$ cat src/rtl/issue_select_tree.sv
module issue_select_tree #(
  parameter int N       = 64,
  parameter bit REG_OUT = 1'b1
) (
  input  logic         clk,
  input  logic         rst_n,
  input  logic [N-1:0] req,
  output logic [N-1:0] grant,
  output logic         valid
);

  localparam int LOG2   = (N <= 1) ? 1 : $clog2(N);
  localparam int LEVELS = (LOG2 + 1) / 2;
  localparam int W      = 1 << (2 * LEVELS);

  logic [W-1:0] leaf_req;
  assign leaf_req = W'(req);

  for (genvar k = 0; k <= LEVELS; k++) begin : lvl
    localparam int NODES = W >> (2 * k);
    logic [NODES-1:0] any_req;
    logic [NODES-1:0] en;

    if (k == 0) begin : g_leaf
      assign any_req = leaf_req;
    end else begin : g_up
      for (genvar j = 0; j < NODES; j++) begin : g_or
        assign any_req[j] = |lvl[k-1].any_req[4*j +: 4];
      end
    end

    if (k == LEVELS) begin : g_root
      assign en = any_req;
    end else begin : g_down
      for (genvar i = 0; i < NODES; i++) begin : g_pick
        localparam int BASE = (i / 4) * 4;
        if (i % 4 == 0) begin : g_first
          assign en[i] = lvl[k+1].en[i/4] & any_req[i];
        end else begin : g_rest
          assign en[i] = lvl[k+1].en[i/4] & any_req[i] & ~(|any_req[i-1:BASE]);
        end
      end
    end
  end

  logic [N-1:0] sel;
  logic         root_any;
  assign sel      = lvl[0].en[N-1:0];
  assign root_any = lvl[LEVELS].any_req[0];

  if (REG_OUT) begin : g_reg
    always_ff @(posedge clk or negedge rst_n) begin
      if (!rst_n) begin
        grant <= '0;
        valid <= 1'b0;
      end else begin
        grant <= sel;
        valid <= root_any;
      end
    end
  end else begin : g_comb
    assign grant = sel;
    assign valid = root_any;
  end

endmodule

$ cat config.mk
export PLATFORM = sky130hd
export DESIGN_NAME = issue_select_tree
export DESIGN_NICKNAME = d
export VERILOG_FILES = /design/src/rtl/issue_select_tree.sv
export SDC_FILE = /design/constraint.sdc
export NUM_CORES = 1
export LEC_CHECK = 0
export BUFFER_PORTS_ARGS = -buffer_cell sky130_fd_sc_hd__buf_4
export CORE_MARGIN = 1
export CORE_UTILIZATION = 45
export DETAILED_ROUTE_END_ITERATION = 6
export PLACE_DENSITY = 0.8
export SLEW_MARGIN = 20
export SYNTH_ARGS = -nofsm -noshare
export SYNTH_HDL_FRONTEND = slang
export SYNTH_SLANG_ARGS = --single-unit
$ cat constraint.sdc
create_clock -name clk -period 0.8 [get_ports clk]
set_input_delay 0.04 -clock clk [delete_from_list [all_inputs] [get_ports clk]]
set_output_delay 0.04 -clock clk [all_outputs]
set_load 0.02 [all_outputs]
==> flow_metrics.py, run 1 <==
metrics = {
    "run_status": {
        "status": "stopped before the end",
        "lastStage": "clock tree synthesis (4_1_cts)",
        "error": "[ERROR DPL-0033] detailed placement checks failed during check placement.",
    },
    "placed_design": {
        "place.gp.congestion": 0.844,
        "port_buffers": 130,
        "detailed_place_hpwl_um": 5580,
        "dp_slack_ps": -930,
    },
    "clock_network": {
        "cts_sinks": 65,
        "postCtsResizedCells": 121,
        "postCtsSetupBuffers": 7,
        "cts_hold_buf": 25,
        "cts_made_buffers": 9,
        "clk_path_buf_depth": 2,
        "h-tree-depth": 3,
        "ctsRootBufferMaster": "clkbuf_8",
    },
    "floorplan": {
        "rows": 26,
        "die_width_um": 77.1,
        "die_h_um": 77.1,
        "io_pins": 131,
        "start_util": 0.482,
    },
    "synth": {
        "synth_edf_count": 0,
        "synth_warnings": 0,
        "synthArstFlopShare": 1.00,
        "syn_inst": 212,
        "syn_area_per_cell_um2": 12.0,
        "synthesis.area_um2": 2540,
        "synth.distinct_cells": 29,
        "synth_nets": 278,
        "yosysSeqAreaShare": 0.640,
        "synth_seq_cells": 65,
        "synthFlopType": "dfrtp_1",
    },
}
-- cell usage after synthesis (all sizes together), types with 4 or more instances --
library cell	number	area share
and2	10	0.025
nand2	12	0.018
nor2	18	0.027
nor3	21	0.041
and3	14	0.034
nand3b	4	0.012
inv	5	0.0074
and4b	6	0.024
or3	5	0.012
and3b	9	0.031
nor4	17	0.047
dfrtp	65	0.64
-- stage by stage --
step                instance area (um^2)  setup TNS (ps)  utilization  hold slack, ps  cells
floorplan                           2670          -25830            -            -256    212
global placement                    4130          -41010        0.784           -95.7    462
detailed placement                  4130          -42560        0.784           -96.1    462
-- logic make-up after synthesis --
logic type             after synthesis  share of synthesized area
and+or+nand+nor                    136                      0.336
DFF                                 65                      0.640
buffers and inverters                9                     0.0138
AOI/OAI and AO/OA                    2                    0.00985
==> run 2, diff against run 1 <==
CORE_UTILIZATION = 30   (was 45)
PLACE_DENSITY = not set   (was 0.8)
PLACE_DENSITY_LB_ADDON = 0.15   (was not set)
==> flow_metrics.py, run 2 <==
metrics = {
    "timing": {
        "maxSlewHeadroom": 0.779,
        "hold_viol": 5,
        "finalMaxSlewViolations": 0,
        "setup_violations": 124,
        "fin_crit_sh": 1.65,
        "whs_ps": -35.0,
        "setup_slack_ps": -521,
        "fmax_mhz": 757,
        "rsz0062_at_grt": "true",
        "max_slew.worst_pin.slew_ps": 329,
        "layout_min_cycle_time_ps": 1320,
    },
    "synth": {
        "synth.most_common_cell": "dfrtp_1",
        "synth_nets": 278,
        "synth_top_area_frac": 0.640,
        "synth_area_leader_cell": "dfrtp_1",
        "synthFlopType": "dfrtp_1",
        "synth_seq_cells": 65,
        "syn_area_per_cell_um2": 12.0,
        "yosys-top-cells-area": "dfrtp_1, nor3_1, nor4_1, and3_1, and3b_1",
        "yosysSeqAreaShare": 0.640,
        "syn_inst": 212,
        "synthArstFlopShare": 1.00,
        "synth.distinct_cells": 29,
        "synth_edf_count": 0,
        "synthTopCellsByCount": "dfrtp_1, nor3_1, nor2_1, nor4_1, and3_1",
        "synth_warnings": 0,
        "synthesis.area_um2": 2540,
    },
    "placed_design": {
        "port_buffers": 130,
        "detailed_place_hpwl_um": 5130,
        "place.gp.congestion": 0.712,
        "placed_cell_area_um2": 4230,
        "dp_slack_ps": -980,
    },
    "floorplan": {
        "io_pins": 131,
        "die_h_um": 94.0,
        "rows": 33,
        "placeableCoreArea_um2": 8220,
        "start_util": 0.309,
        "die_width_um": 94.0,
        "fp.dieArea_um2": 8840,
    },
    "global_routing": {
        "antenna_found_initial": 0,
        "grt_max_degree": 40,
        "overflow": 0,
        "grt_pass1_wl_um": 11700,
        "grt_use_total": 0.174,
        "first_global_vias": 2542,
    },
    "detailed_routing": {
        "wl_per_cell_um": 13.3,
        "wl_um": 7360,
        "drtAntennaViolNets": 0,
        "drtIter0Drc": 35,
        "avgViaCountPerCell": 4.58,
        "drc_errors": 0,
        "first_pass_iters": 4,
        "vias": 2540,
    },
    "clock_network": {
        "cts_made_buffers": 9,
        "h-tree-depth": 3,
        "clk_path_buf_depth": 2,
        "cts.clk_slew.worst_paths_ps": 70,
        "ctsRootBufferMaster": "clkbuf_8",
        "cts_tree": "done",
        "cts_sinks": 65,
    },
    "cells_and_area": {
        "reg.largest.list": "grant x64, valid x1",
        "utilization": 0.648,
        "top_register": "grant",
        "fillers": 650,
        "area_delta_synth_final_pct": 110,
        "multiInputGateArea_um2": 1250,
        "final_cell_mix": "buf_4, buf_6, dfrtp_1",
        "antenna_cells": 0,
        "num-nets-final": 511,
        "layout_commonest_cell": "buf_4",
        "largest_reg_flops": 64,
        "drive_above_1_share": 0.590,
        "fin_area_um2": 5320,
        "seqCellArea_um2": 1630,
    },
    "hold_path": {
        "hp-start": "req[25]",
        "min_to": "grant[25]$_DFF_PN0_",
        "timing.hold.worst_path_depth": 2,
        "hold_path_class": "in -> reg",
    },
    "flow_run": {
        "cap_violations": 0,
    },
    "worst_setup_path": {
        "crit_path_start_kind": "primary input",
        "cp.arrival_ps": 1520,
        "critPathLaunch": "req[24]",
        "required_ps": 1000,
        "critPathKind": "in -> reg",
        "end_kind": "register",
        "cp_max_fo": 3,
    },
    "power": {
        "power_density_nw_per_um2": 1240,
        "peakVddDrop_v": 0.000712,
        "cellLeakagePower_uw": 0.00267,
    },
    "run_status": {
        "status": "finished with violations",
        "violations": "hold timing, setup timing",
    },
}
## run 2: worst max-delay path, stage by stage
cell and delay (ps):
buf_8 100, nor2_4 100, or4b_4 470, or3_4 400, or4_4 410
## run 2: power breakdown
group / internal, uW / switching [uW] / total (uW)
Combinational: 570 / 378 / 948
Sequential: 3300 / 5.53 / 3300
Clock: 1170 / 1180 / 2350
Total: 5040 / 1570 / 6600
## run 2: logic make-up (layout without fill, tap and decap cells)
kind of cell	count (synthesis)	after routing	synth area share
AND/OR/NAND/NOR	136	136	0.336
flip-flops	65	65	0.640
buffers and inverters	9	246	0.0138
AO/OA/AOI/OAI	2	2	0.00985
## run 2: repair_timing
action	CTS	global route
hold endpoints to repair	94	6
pin swaps	14	22
hold buffers	23	1
cloned	0	0
setup endpoints to repair	124	124
resized for setup	115	23
buffers inserted	7	4
## run 2: how the worst max path moves through the flow
stage | to | cells past startpoint
detailed placement | grant[49]$_DFF_PN0_ | 6
global placement | grant[49]$_DFF_PN0_ | 6
floorplan | valid$_DFF_PN0_ | 5
CTS | valid$_DFF_PN0_ | 5
finish | valid$_DFF_PN0_ | 5
global route | valid$_DFF_PN0_ | 5
## run 2: cell type report
type	instances	area share
multi-input combinational	138	0.235
sequential	65	0.306
inverter	5	0.00353
clock inverter	4	0.00376
clock buffer	11	0.0266
timing repair buffer	226	0.401
tap	105	0.0247
## run 2: metal layers
metal  up-vias  track usage  share of wire
met4         0       0.0795          0.014
met1      1216        0.209           0.41
li1       1234            -              -
met2        79        0.295           0.53
met5         -            0              0
met3        11       0.0421          0.052
## run 2: through the flow
step | power (uW) | TNS (ps) | hold slack, ps | std cells
global placement | 4120 | -42250 | 10.7 | 504
finish | 6600 | -24560 | -35.0 | 554
detailed placement | 4130 | -42690 | 12.5 | 504
floorplan | 3490 | -25830 | -256 | 212
CTS | 6640 | -24840 | -42.9 | 549
global route | 6910 | -28600 | -47.6 | 554
(Power assumes the default switching activity.)
==> run 3, diff against run 2 <==
SKIP_CTS_REPAIR_TIMING = 1   (was not set)
==> flow_metrics.py, run 3 (synthesis results as in run 2) <==
metrics = {
    "cells_and_area": {
        "fillers": 662,
        "final_cell_mix": "buf_4, buf_6, dfrtp_1",
        "layout_commonest_cell": "buf_4",
        "utilization": 0.637,
        "num-nets-final": 507,
        "drive_above_1_share": 0.573,
        "layoutNonFillerInstCount": 550,
        "top_register": "grant",
        "antenna_cells": 0,
        "area_delta_synth_final_pct": 106,
        "largest_reg_flops": 64,
        "reg.largest.list": "grant x64, valid x1",
    },
    "worst_setup_path": {
        "critical_path_buf_inv_count": 1,
        "cpPeakStageDelay_ps": 480,
        "critPathKind": "in -> reg",
        "crit_path_start_kind": "primary input",
        "required_ps": 1000,
        "cp.arrival_ps": 1530,
        "crit_slowest_cell": "or4b_4",
        "end_kind": "register",
        "cp_max_fo": 3,
        "critPathLaunch": "req[24]",
        "cp_cell_sequence": "buf_8 -> nor2_4 -> or4b_4 -> or3_4 -> or4_4",
        "cpLargestDelayFamily": "simple AND/OR/NAND/NOR gates",
        "cp.depth": 5,
    },
    "timing": {
        "hold_viol": 3,
        "finalMaxSlewViolations": 0,
        "rsz0062_at_grt": "true",
        "setup_violations": 124,
        "whs_ps": -15.5,
        "layout_min_cycle_time_ps": 1330,
        "setup_slack_ps": -529,
        "max_slew.worst_pin.slew_ps": 327,
        "maxSlewHeadroom": 0.780,
        "fmax_mhz": 752,
        "fin_crit_sh": 1.66,
    },
    "clock_network": {
        "cts_made_buffers": 9,
        "cts_tree": "done",
        "cts.clk_slew.worst_paths_ps": 60,
        "clk_path_buf_depth": 2,
        "h-tree-depth": 3,
        "cts_sinks": 65,
        "ctsRootBufferMaster": "clkbuf_8",
    },
    "placed_design": {
        "placedCellCount": 504,
        "detailed_place_hpwl_um": 5130,
        "port_buffers": 130,
        "dp_slack_ps": -980,
        "place.gp.congestion": 0.712,
    },
    "detailed_routing": {
        "drtIter0Drc": 34,
        "wl_per_cell_um": 13.5,
        "vias": 2528,
        "drc_errors": 0,
        "drtAntennaViolNets": 0,
        "avgViaCountPerCell": 4.60,
        "wl_um": 7430,
        "first_pass_iters": 6,
    },
    "hold_path": {
        "hold_path_class": "in -> reg",
        "timing.hold.worst_path_depth": 3,
        "hp-start": "req[2]",
    },
    "power": {
        "power_density_nw_per_um2": 1260,
        "combPwrFrac": 0.144,
        "sw_frac_of_total": 0.235,
        "peakVddDrop_v": 0.000797,
        "switchingPower_uw": 1550,
        "power_frac_clock": 0.355,
        "internal_power_uw": 5030,
        "p_total_uw": 6580,
        "cellLeakagePower_uw": 0.00265,
        "seq_power_share": 0.502,
    },
    "floorplan": {
        "io_pins": 131,
        "rows": 33,
        "fp.dieArea_um2": 8840,
        "die_h_um": 94.0,
        "die_width_um": 94.0,
        "start_util": 0.309,
        "placeableCoreArea_um2": 8220,
    },
    "global_routing": {
        "first_global_vias": 2302,
        "grt_pass1_wl_um": 10500,
        "use_met3": 0.0364,
        "use_met1": 0.193,
        "grt-busiest-layer": "met2",
        "overflow": 0,
        "grt_use_met2": 0.257,
        "antenna_found_initial": 0,
        "grt_max_degree": 40,
        "grt_use_total": 0.157,
    },
    "flow_run": {
        "cap_violations": 0,
    },
    "run_status": {
        "status": "finished with violations",
        "violations": "hold timing, setup timing",
    },
}
==> run 3: final cells by class <==
class	count	area [um^2]	area share
sequential	65	1630	0.311
timing repair buffer	222	2070	0.397
multi-input combinational	138	1220	0.233
clock buffer	11	141	0.0270
inverter	5	18.8	0.00359
tap	105	131	0.0251
clock inverter	4	20.0	0.00383
==> run 3: final timing paths <==
| path | to |
|---|---|
| setup / recovery | valid$_DFF_PN0_ |
| hold / removal | grant[3]$_DFF_PN0_ |
| max in group asynchronous | grant[37]$_DFF_PN0_ |
| min in group asynchronous | grant[8]$_DFF_PN0_ |
==> run 3: metrics by stage <==
step	area, um^2	TNS (ps)
after floorplan	2670	-25830
after global placement	4230	-42250
after detailed placement	4230	-42690
after CTS	4390	-28740
after global routing	5230	-27890
final	5230	-22950
==> run 3: worst min-delay path: stages <==
cell	delay (ps)
buf_4	110
buf_6	90
nor4b_1	40
==> run 3: power by group through the flow <==
| stage | clock [uW] | combinational, uW | sequential, uW |
|---|---|---|---|
| 6_report | 2330 | 945 | 3300 |
| 5_1_grt | 2580 | 1020 | 3300 |
| 4_1_cts | 2430 | 769 | 3300 |
| 3_5_place_dp | 0 | 768 | 3360 |
| 3_3_place_gp | 0 | 757 | 3360 |
| 2_1_floorplan | 0 | 111 | 3380 |
==> run 3: layer usage <==
layer | vias up | routed length, um
met1 | 1209 | 2870
met2 | 76 | 4010
met3 | 13 | 398
li1 | 1230 | -
met5 | - | 0
met4 | 0 | 144
